## src/rtl/ipc_msg_pkg.sv

```systemverilog
package ipc_msg_pkg;

  localparam int WORD_W   = 32;
  localparam int SLOT_CNT = 4;   // status/control field slots per flag kind
  localparam int TE_BASE  = 20;  // lowest transmit-empty / tx enable bit
  localparam int RF_BASE  = 24;  // lowest receive-full / rx enable bit

  // bit position of a channel inside the transmit-empty field (reversed order)
  function automatic int te_pos(input int ch);
    return TE_BASE + (SLOT_CNT - 1 - ch);
  endfunction

  // bit position of a channel inside the receive-full field (reversed order)
  function automatic int rf_pos(input int ch);
    return RF_BASE + (SLOT_CNT - 1 - ch);
  endfunction

  // assemble a status word from per-channel flag vectors
  function automatic logic [WORD_W-1:0] pack_flags(input logic [SLOT_CNT-1:0] te,
                                                   input logic [SLOT_CNT-1:0] rf);
    logic [WORD_W-1:0] w;
    w = '0;
    for (int s = 0; s < SLOT_CNT; s++) begin
      w[te_pos(s)] = te[s];
      w[rf_pos(s)] = rf[s];
    end
    return w;
  endfunction

  // writable bits of the control word for a given channel count
  function automatic logic [WORD_W-1:0] ctrl_mask(input int num_ch);
    logic [WORD_W-1:0] m;
    m = '0;
    for (int s = 0; s < SLOT_CNT; s++) begin
      if (s < num_ch) begin
        m[te_pos(s)] = 1'b1;
        m[rf_pos(s)] = 1'b1;
      end
    end
    return m;
  endfunction

endpackage

```

## src/rtl/ipc_msg_lane.sv

```systemverilog
// One channel in one direction: a word buffer plus its full flag.
// The sender sees empty = ~full; the receiver sees full.
module ipc_msg_lane
  import ipc_msg_pkg::*;
(
  input  logic              clk,
  input  logic              rst_n,
  input  logic              tx_wr,
  input  logic              rx_rd,
  input  logic [WORD_W-1:0] wdata,
  output logic              full,
  output logic [WORD_W-1:0] data
);

  logic accept_w;  // sender write that is taken
  logic drain_w;   // receiver read that frees the lane

  assign accept_w = tx_wr & ~full;
  assign drain_w  = rx_rd & full;

  always_ff @(posedge clk or negedge rst_n) begin
    if (!rst_n) begin
      full <= 1'b0;
      data <= '0;
    end else begin
      if (drain_w)  full <= 1'b0;
      if (accept_w) begin
        full <= 1'b1;
        data <= wdata;
      end
    end
  end

  a_r2_fill: assert property (@(posedge clk) disable iff (!rst_n)
    (tx_wr && !full) |=> (full && data == $past(wdata)));

  a_r4_full_ignore: assert property (@(posedge clk) disable iff (!rst_n)
    (tx_wr && full && !rx_rd) |=> (full && $stable(data)));

  a_r3_drain: assert property (@(posedge clk) disable iff (!rst_n)
    (rx_rd && full) |=> !full);

  a_r11_empty_read: assert property (@(posedge clk) disable iff (!rst_n)
    (rx_rd && !full && !tx_wr) |=> (!full && $stable(data)));

endmodule

```

## src/rtl/ipc_msg_port.sv

```systemverilog
// Register view of one side: address decode, control word, status, interrupt.
module ipc_msg_port
  import ipc_msg_pkg::*;
#(
  parameter int NUM_CH = 4,
  parameter int ADDR_W = 6
) (
  input  logic                           clk,
  input  logic                           rst_n,
  input  logic [ADDR_W-1:0]              addr,
  input  logic                           wr_en,
  input  logic                           rd_en,
  input  logic [WORD_W-1:0]              wdata,
  input  logic [NUM_CH-1:0]              tx_full,
  input  logic [NUM_CH-1:0]              rx_full,
  input  logic [NUM_CH-1:0][WORD_W-1:0]  rx_data,
  output logic [NUM_CH-1:0]              tx_wr,
  output logic [NUM_CH-1:0]              rx_rd,
  output logic [WORD_W-1:0]              rdata,
  output logic                           irq
);

  localparam int IDX_W    = ADDR_W - 2;
  localparam int TX_IDX0  = 0;
  localparam int RX_IDX0  = NUM_CH;
  localparam int STAT_IDX = 2 * NUM_CH;
  localparam int CTRL_IDX = 2 * NUM_CH + 1;
  localparam logic [WORD_W-1:0] CTRL_MASK = ctrl_mask(NUM_CH);

  logic [IDX_W-1:0]    word_idx;
  logic [1:0]          unused_lsb;
  logic                hit_ctrl;
  logic                hit_stat;
  logic [NUM_CH-1:0]   hit_tx;
  logic [NUM_CH-1:0]   hit_rx;
  logic [SLOT_CNT-1:0] te_pad;
  logic [SLOT_CNT-1:0] rf_pad;
  logic [WORD_W-1:0]   status_w;
  logic [WORD_W-1:0]   ctrl_q;
  logic                ctrl_load;

  assign word_idx   = addr[ADDR_W-1:2];
  assign unused_lsb = addr[1:0];
  assign hit_ctrl   = (word_idx == IDX_W'(CTRL_IDX));
  assign hit_stat   = (word_idx == IDX_W'(STAT_IDX));

  for (genvar n = 0; n < NUM_CH; n++) begin : g_dec
    assign hit_tx[n] = (word_idx == IDX_W'(TX_IDX0 + n));
    assign hit_rx[n] = (word_idx == IDX_W'(RX_IDX0 + n));
    assign tx_wr[n]  = wr_en & hit_tx[n];
    assign rx_rd[n]  = rd_en & hit_rx[n];
  end

  always_comb begin
    te_pad = '0;
    rf_pad = '0;
    te_pad[NUM_CH-1:0] = ~tx_full;
    rf_pad[NUM_CH-1:0] = rx_full;
  end

  assign status_w  = pack_flags(te_pad, rf_pad);
  assign ctrl_load = wr_en & hit_ctrl;

  always_ff @(posedge clk or negedge rst_n) begin
    if (!rst_n) ctrl_q <= '0;
    else if (ctrl_load) ctrl_q <= wdata & CTRL_MASK;
  end

  always_comb begin
    rdata = '0;
    if (rd_en) begin
      if (hit_stat) rdata = status_w;
      if (hit_ctrl) rdata = ctrl_q;
      for (int n = 0; n < NUM_CH; n++) begin
        if (hit_rx[n]) rdata = rx_data[n];
      end
    end
  end

  assign irq = |(status_w & ctrl_q);

  a_r6_ctrl_load: assert property (@(posedge clk) disable iff (!rst_n)
    ctrl_load |=> (ctrl_q == ($past(wdata) & CTRL_MASK)));

  a_r6_ctrl_hold: assert property (@(posedge clk) disable iff (!rst_n)
    !ctrl_load |=> $stable(ctrl_q));

  a_r7_irq_quiet: assert property (@(posedge clk) disable iff (!rst_n)
    (ctrl_q == '0) |-> !irq);

endmodule

```

## src/rtl/ipc_msg_unit.sv

```systemverilog
// Two mirrored register views joined by one lane per channel and direction.
module ipc_msg_unit
  import ipc_msg_pkg::*;
#(
  parameter int NUM_CH = 4,
  parameter int ADDR_W = 6
) (
  input  logic              clk,
  input  logic              rst_n,
  input  logic [ADDR_W-1:0] a_addr,
  input  logic              a_wr_en,
  input  logic              a_rd_en,
  input  logic [WORD_W-1:0] a_wdata,
  output logic [WORD_W-1:0] a_rdata,
  output logic              a_irq,
  input  logic [ADDR_W-1:0] b_addr,
  input  logic              b_wr_en,
  input  logic              b_rd_en,
  input  logic [WORD_W-1:0] b_wdata,
  output logic [WORD_W-1:0] b_rdata,
  output logic              b_irq
);

  logic [NUM_CH-1:0]             a_tx_wr, a_rx_rd, b_tx_wr, b_rx_rd;
  logic [NUM_CH-1:0]             ab_full, ba_full;
  logic [NUM_CH-1:0][WORD_W-1:0] ab_data, ba_data;

  for (genvar n = 0; n < NUM_CH; n++) begin : g_ch
    ipc_msg_lane u_ab (
      .clk   (clk),
      .rst_n (rst_n),
      .tx_wr (a_tx_wr[n]),
      .rx_rd (b_rx_rd[n]),
      .wdata (a_wdata),
      .full  (ab_full[n]),
      .data  (ab_data[n])
    );
    ipc_msg_lane u_ba (
      .clk   (clk),
      .rst_n (rst_n),
      .tx_wr (b_tx_wr[n]),
      .rx_rd (a_rx_rd[n]),
      .wdata (b_wdata),
      .full  (ba_full[n]),
      .data  (ba_data[n])
    );
  end

  ipc_msg_port #(.NUM_CH(NUM_CH), .ADDR_W(ADDR_W)) u_side_a (
    .clk     (clk),
    .rst_n   (rst_n),
    .addr    (a_addr),
    .wr_en   (a_wr_en),
    .rd_en   (a_rd_en),
    .wdata   (a_wdata),
    .tx_full (ab_full),
    .rx_full (ba_full),
    .rx_data (ba_data),
    .tx_wr   (a_tx_wr),
    .rx_rd   (a_rx_rd),
    .rdata   (a_rdata),
    .irq     (a_irq)
  );

  ipc_msg_port #(.NUM_CH(NUM_CH), .ADDR_W(ADDR_W)) u_side_b (
    .clk     (clk),
    .rst_n   (rst_n),
    .addr    (b_addr),
    .wr_en   (b_wr_en),
    .rd_en   (b_rd_en),
    .wdata   (b_wdata),
    .tx_full (ba_full),
    .rx_full (ab_full),
    .rx_data (ab_data),
    .tx_wr   (b_tx_wr),
    .rx_rd   (b_rx_rd),
    .rdata   (b_rdata),
    .irq     (b_irq)
  );

  // a post from A on channel n leaves the B-to-A lane of channel n untouched
  a_r10_dir_indep: assert property (@(posedge clk) disable iff (!rst_n)
    (|a_tx_wr && !b_wr_en && !a_rd_en) |=> $stable(ba_full));

endmodule

```

## config.mk

```make
export PLATFORM = sky130hd
export DESIGN_NAME = ipc_msg_unit
export DESIGN_NICKNAME = d
export VERILOG_FILES = /design/src/rtl/ipc_msg_pkg.sv /design/src/rtl/ipc_msg_lane.sv /design/src/rtl/ipc_msg_port.sv /design/src/rtl/ipc_msg_unit.sv
export SDC_FILE = /design/constraint.sdc
export NUM_CORES = 1
export LEC_CHECK = 0
export BUFFER_PORTS_ARGS = -buffer_cell sky130_fd_sc_hd__buf_2
export CAP_MARGIN = 20
export CORE_MARGIN = 1
export CORE_UTILIZATION = 35
export DETAILED_ROUTE_END_ITERATION = 10
export SYNTH_ARGS = -nofsm -noshare
export SYNTH_HDL_FRONTEND = slang
export SYNTH_HIERARCHICAL = 1
export SYNTH_SLANG_ARGS = --single-unit
```

## constraint.sdc

```tcl
create_clock -name clk -period 1.3 [get_ports clk]
set_clock_uncertainty 0.1 [all_clocks]
set_input_delay 0.13 -clock clk [delete_from_list [all_inputs] [get_ports clk]]
set_output_delay 0.13 -clock clk [all_outputs]
set_load 0.01 [all_outputs]
```

* After elaboration in Yosys (flattened, before gate mapping) *
Index checks and enable logic that the tools add are counted.

storage, ports and cells
  bits in registers = 280
  output and inout port bits = 66

cells by class
  eq/ne operators = 18
  muxes and demuxes = 30
  bitwise operators = 46
  reductions and logical operators = 12

operators with widths
  cell                  number
  $mux W32              10
  $mux W28              4
  $reduce_or A32 Y1     2
  $and A28 B28 Y28      2
  $and A1 B1 Y1         34
  $eq A4 B3 Y1 const B  8
  $eq A4 B2 Y1 const B  4
  $eq A4 B4 Y1 const B  4
  $mux W1               16
  $reduce_bool A2 Y1    8
  $eq A4 B1 Y1 const B  2
  $logic_not A4 Y1      2
  $not A1 Y1            8
  $not A4 Y4            2

* Depth between registers and ports, before layout *
  word-level depth = 8
  gate-level depth with buffers = 9
  depth with buffers taken out = 5

* By module *
The synthesis kept the hierarchy.

modules (own cells, without submodules)
  module        times used  cells an instance  area an instance (um2)  sequential area each (um2)
  ipc_msg_lane  8           72                 1385.1                  825.8
  ipc_msg_port  2           290                1963.1                  200.2

* Worst setup path before layout *
OpenSTA, ideal clock, no wires.

  path kind = input port to flip-flop
  from = input a_addr[2]
  to = register g_ch[0].u_ab.data[0]
  data arrival time = 1.695 ns
  required time = 1.075 ns
  path slack = -0.621 ns
  stages = 9
  cells stage by stage = buf_4 buf_4 buf_4 buf_2 nor3_1 nor2b_1 buf_6 buf_12 mux2_4

between the ends
  longest elaborated chain between the ends = 3

ends and longest elaborated chain
  element               RTL line            text
  from (decl)           ipc_msg_unit.sv:10  input logic [ADDR_W-1:0] a_addr,
  $logic_not A4 Y1      ipc_msg_port.sv:48  assign hit_tx[n] = (word_idx == IDX_W'(TX_IDX0 + n));
  $and A1 B1 Y1         ipc_msg_port.sv:50  assign tx_wr[n] = wr_en & hit_tx[n];
  via a_tx_wr[0]        ipc_msg_unit.sv:24  logic [NUM_CH-1:0] a_tx_wr, a_rx_rd, b_tx_wr, b_rx_rd;
  $and A1 B1 Y1         ipc_msg_lane.sv:18  assign accept_w = tx_wr & ~full;
  to (signal assigned)  ipc_msg_lane.sv:29  data <= wdata;
  to (decl)             ipc_msg_lane.sv:12  output logic [WORD_W-1:0] data

The timed path passes the listed nets, and every way through them passes these cells.
A chain may end at the register's enable or synchronous reset.

* Worst setup path in the final report *
  from = register g_ch[0].u_ba.full
  to = output a_rdata[27]

between the ends
  longest elaborated chain between the ends = 7

ends and longest elaborated chain
  element                 RTL line            text
  from (decl)             ipc_msg_lane.sv:11  output logic full,
  from (signal assigned)  ipc_msg_lane.sv:23  full <= 1'b0;
  from (signal assigned)  ipc_msg_lane.sv:26  if (drain_w) full <= 1'b0;
  from (signal assigned)  ipc_msg_lane.sv:28  full <= 1'b1;
  $mux W28                ipc_msg_port.sv:72  if (hit_stat) rdata = status_w;
  $mux W28                ipc_msg_port.sv:73  if (hit_ctrl) rdata = ctrl_q;
  $mux W32 (4 in series)  ipc_msg_port.sv:75  if (hit_rx[n]) rdata = rx_data[n];
  $mux W32                ipc_msg_port.sv:71  if (rd_en) begin
  to (decl)               ipc_msg_unit.sv:14  output logic [WORD_W-1:0] a_rdata,

Every way passes these cells.

==> summary.txt <==
Outcome
  • Status: complete, but fails checks
  • Failing checks: setup timing

Power and ir drop
  • Pwr Density: 1490 mW/mm^2
  • Peak supply drop: 0.0006929 V
  • Leakage: 9.377 nW

STA
  • Setup_tns: -111.60 ns
  • Pins over their slew limit: 0
  • Final hold violation count: 0
  • Rel. slew slack: 0.6541
  • Slew @ Worst Pin: 0.5189 ns
  • Post-layout min period: 1.990 ns
  • RSZ-0062 raised after global routing: yes
  • Final worst slack: -0.6899 ns
  • Final period util: 1.531
  • Peak Freq: 502.5 MHz
  • Final setup fails: 322

Synth
  • Mapped Cells: 1,156
  • Warning count from the yosys run: 6
  • Syn Area/Cell: 12.98 sq um
  • Post-Syn Nets: 1,238
  • Synth unique cells: 34
  • Cell area after synthesis: 0.01501 sq mm
  • Synthesized flop and latch total: 280
  • Post-synthesis sequential area ratio: 0.4669

Worst setup path
  • Setup Crit Path Kind: reg -> out
  • Slowest library cell on the worst path: dfrtp_2
  • Crit end category: primary output
  • CP cell instances: mux2_4 -> nand2_2 -> a22o_1 -> a21oi_2 -> buf_2
  • Critical path peak fanout: 4
  • FF-to-FF path depth: 7
  • CP Depth: 5
  • Critical R2R Launch: g_ch[2].u_ba/full
  • WP data arrival: 1.76 ns
  • Reg-to-Reg End: g_ch[2].u_ba/data[12]
  • Crit-path leading delay family: compound AO/OA/AOI/OAI gates
  • CP startpoint kind: register
  • Flop-to-flop setup slack: -0.50 ns
  • Worst Path Required: 1.07 ns
  • Crit-path max cell delay: 0.41 ns
  • Worst Path Buf+Inv: 1

Floorplan
  • Initial Utilization: 0.3562
  • Die H: 209.1 microns
  • I/O pin cnt: 148
  • Num rows: 75
  • Area of the core: 0.04213 sq mm
  • Die X: 209.1 microns
  • Die area: 0.04371 sq mm

Hold path
  • Endpoint with the worst hold slack: g_ch[0].u_ba/full
  • Worst hold start: b_wr_en
  • Hold Crit Class: in -> reg
  • Hold depth: 5

Global routing
  • Remaining Overflow, GRT: 0
  • Number of global-route vias before repair: 11,430
  • Global-route wire length before repair: 66,780 microns
  • Total GRT Usage: 0.1954
  • Largest net degree at the start of global routing: 44
  • Antenna violations before repair: 2

Cells and area
  • Final Cell Area: 0.02094 sq mm
  • Layout area overhead: 39.52%
  • Filler cells: 3,606
  • Layout cells sized above 1: 0.5535
  • Nets@finish: 1,648

CTS
  • CTS tree: done
  • Worst skew pair latency: 0.53 ns
  • Clock buffer count from CTS: 34
  • CTS Sinks: 280
  • Max clock buf depth: 3
  • Worst-path clk slew: 0.06 ns
  • CTS H-tree depth: 2
  • CTS root buffer: clkbuf_16

Place
  • Placed Area: 0.01723 sq mm
  • Gpl congestion: 0.7950
  • IO Port Bufs: 143
  • Post-DP HPWL: 25,780 microns

Routing
  • Iteration-0 DRC count of the detailed router: 455
  • DR DRC count: 0
  • Routed Antenna Nets: 0
  • Detailed Route WL: 42,320 microns
  • Detailed-route via count: 10,700
  • DRT Pass-1 Iters: 4
  • Vias per cell: 5.029
  • Per-cell routed wire length: 19.89 microns

Job
  • Max cap viols: 0
==> sequential cells by signal, summed over array words and instances, names as in the netlist <==
register / flops
g_ch.u_ab/data: 128
g_ch.u_ba/data: 128
u_side_a/ctrl_q: 8
u_side_b/ctrl_q: 8
g_ch.u_ab/full: 4
g_ch.u_ba/full: 4
==> worst register-to-register path, cell delays in order (launching register included) <==
cell,delay [ns]
dfrtp_2,0.45
buf_4,0.15
buf_6,0.10
buf_6,0.11
nor2b_4,0.20
buf_6,0.14
buf_12,0.13
mux2_4,0.31
==> cell usage in the layout (no fill, tap or decap), drive strengths merged, types with 2 or more instances in the layout <==
cell type	count
and3	2
inv	57
a22o	14
clkinv	4
a21oi	26
and2b	2
buf	398
a211oi	2
nand2	12
nor3	50
a221oi	46
dfrtp	280
o21ai	58
o211ai	10
nand4	2
dlygate4sd3	67
nand4b	2
nor4	2
nand3b	2
nand3	8
a21boi	2
nor2b	58
nor2	28
mux2	278
nand2b	64
and3b	2
clkbuf	52
a22oi	54
nor3b	4
==> power by group <==
| group | internal [mW] | switching, mW |
|---|---|---|
| sequential | 11.4 | 1.65 |
| combinational | 5.85 | 3.00 |
| clock | 5.53 | 3.79 |
| total | 22.7 | 8.45 |
==> how the worst max path moves through the flow <==
| stage | to | start | slack (ns) |
|---|---|---|---|
| floorplan | g_ch[0].u_ab/data[0] | a_addr[2] | -0.38 |
| global placement | g_ch[2].u_ab/data[27] | a_addr[4] | -0.71 |
| detailed placement | g_ch[2].u_ab/data[27] | a_addr[4] | -0.65 |
| CTS | b_rdata[25] | g_ch[2].u_ab/full | -0.75 |
| global route | b_rdata[21] | g_ch[2].u_ba/full | -0.78 |
| finish | a_rdata[27] | g_ch[0].u_ba/full | -0.69 |
==> synthesized netlist by cell type <==
| cell | instances | share of area |
|---|---|---|
| inv_1 | 56 | 0.014 |
| nand2_1 | 12 | 0.0030 |
| buf_12 | 24 | 0.032 |
| nor3_1 | 50 | 0.017 |
| o21ai_0 | 42 | 0.014 |
| nand4b_4 | 2 | 0.0032 |
| mux2_2 | 36 | 0.027 |
| buf_4 | 6 | 0.0030 |
| o211ai_1 | 10 | 0.0050 |
| nor2b_1 | 58 | 0.024 |
| clkbuf_1 | 20 | 0.0050 |
| nor3b_4 | 4 | 0.0050 |
| a22oi_1 | 54 | 0.027 |
| nand3b_1 | 2 | 0.0010 |
| and3_1 | 2 | 0.00083 |
| nand2b_1 | 64 | 0.027 |
| a21oi_1 | 26 | 0.0087 |
| nand3_1 | 8 | 0.0027 |
| and3b_1 | 2 | 0.0012 |
| buf_6 | 12 | 0.0090 |
| mux2_1 | 2 | 0.0015 |
| a221oi_1 | 46 | 0.027 |
| a21boi_0 | 2 | 0.0010 |
| nor4_1 | 2 | 0.00083 |
| buf_2 | 30 | 0.010 |
| o21ai_1 | 16 | 0.0053 |
| nand4_1 | 2 | 0.00083 |
| dfrtp_1 | 280 | 0.47 |
| a22o_1 | 14 | 0.0082 |
| mux2_4 | 240 | 0.24 |
| and2b_1 | 2 | 0.0010 |
| a211oi_1 | 2 | 0.0010 |
| nor2_2 | 2 | 0.00083 |
| nor2_1 | 26 | 0.0065 |
==> cell type report <==
| class | instances | area [sq um] | area share |
|---|---|---|---|
| Antenna cell | 1 | 2.502 | 0.0001195 |
| Inverter | 56 | 210.2 | 0.01004 |
| Timing Repair Buffer | 466 | 4304 | 0.2056 |
| Tap cell | 539 | 674.4 | 0.03221 |
| Sequential cell | 280 | 7017 | 0.3351 |
| Multi-Input combinational cell | 728 | 7657 | 0.3657 |
| Clock inverter | 7 | 66.31 | 0.003167 |
| Clock buffer | 51 | 1006 | 0.04805 |
==> metal layers <==
layer	global-route usage	wire length (microns)	up-vias
li1	-	-	4962
met1	0.2660	20040	5472
met2	0.3203	20100	202
met3	0.03111	1354	63
met4	0.05603	817	2
met5	0	7	-
==> stage by stage <==
stage	total power [mW]	worst slack, ns	util	hold WS, ns	cells
finish	31.20	-0.6899	0.4969	0.01763	2128
global route	32.72	-0.7825	0.4969	0.05440	2128
CTS	30.87	-0.7515	0.4920	0.009753	2109
detailed placement	20.01	-0.6475	0.4088	-0.01737	1886
global placement	19.75	-0.7147	0.4088	-0.01989	1886
floorplan	17.82	-0.3757	-	-0.2656	1156
==> cell families after synthesis <==
logic type             after synthesis  share of synthesized area
DFF                                280                     0.4669
AOI/OAI and AO/OA                  212                    0.09705
buffers and inverters              148                    0.07304
and+or+nand+nor                    238                    0.09438
muxes                              278                     0.2686
==> timing repair <==
| item | 4_1_cts | 5_1_grt |
|---|---|---|
| gates cloned | 19 | 1 |
| hold buffers | 67 | 0 |
| resized for setup | 139 | 70 |
| pin swaps | 115 | 32 |
| endpoints found under the setup margin | 322 | 322 |
| hold endpoints to repair | 554 | 0 |
| buffers inserted | 81 | 38 |
No activity file was read; power rests on OpenSTA's default activity.
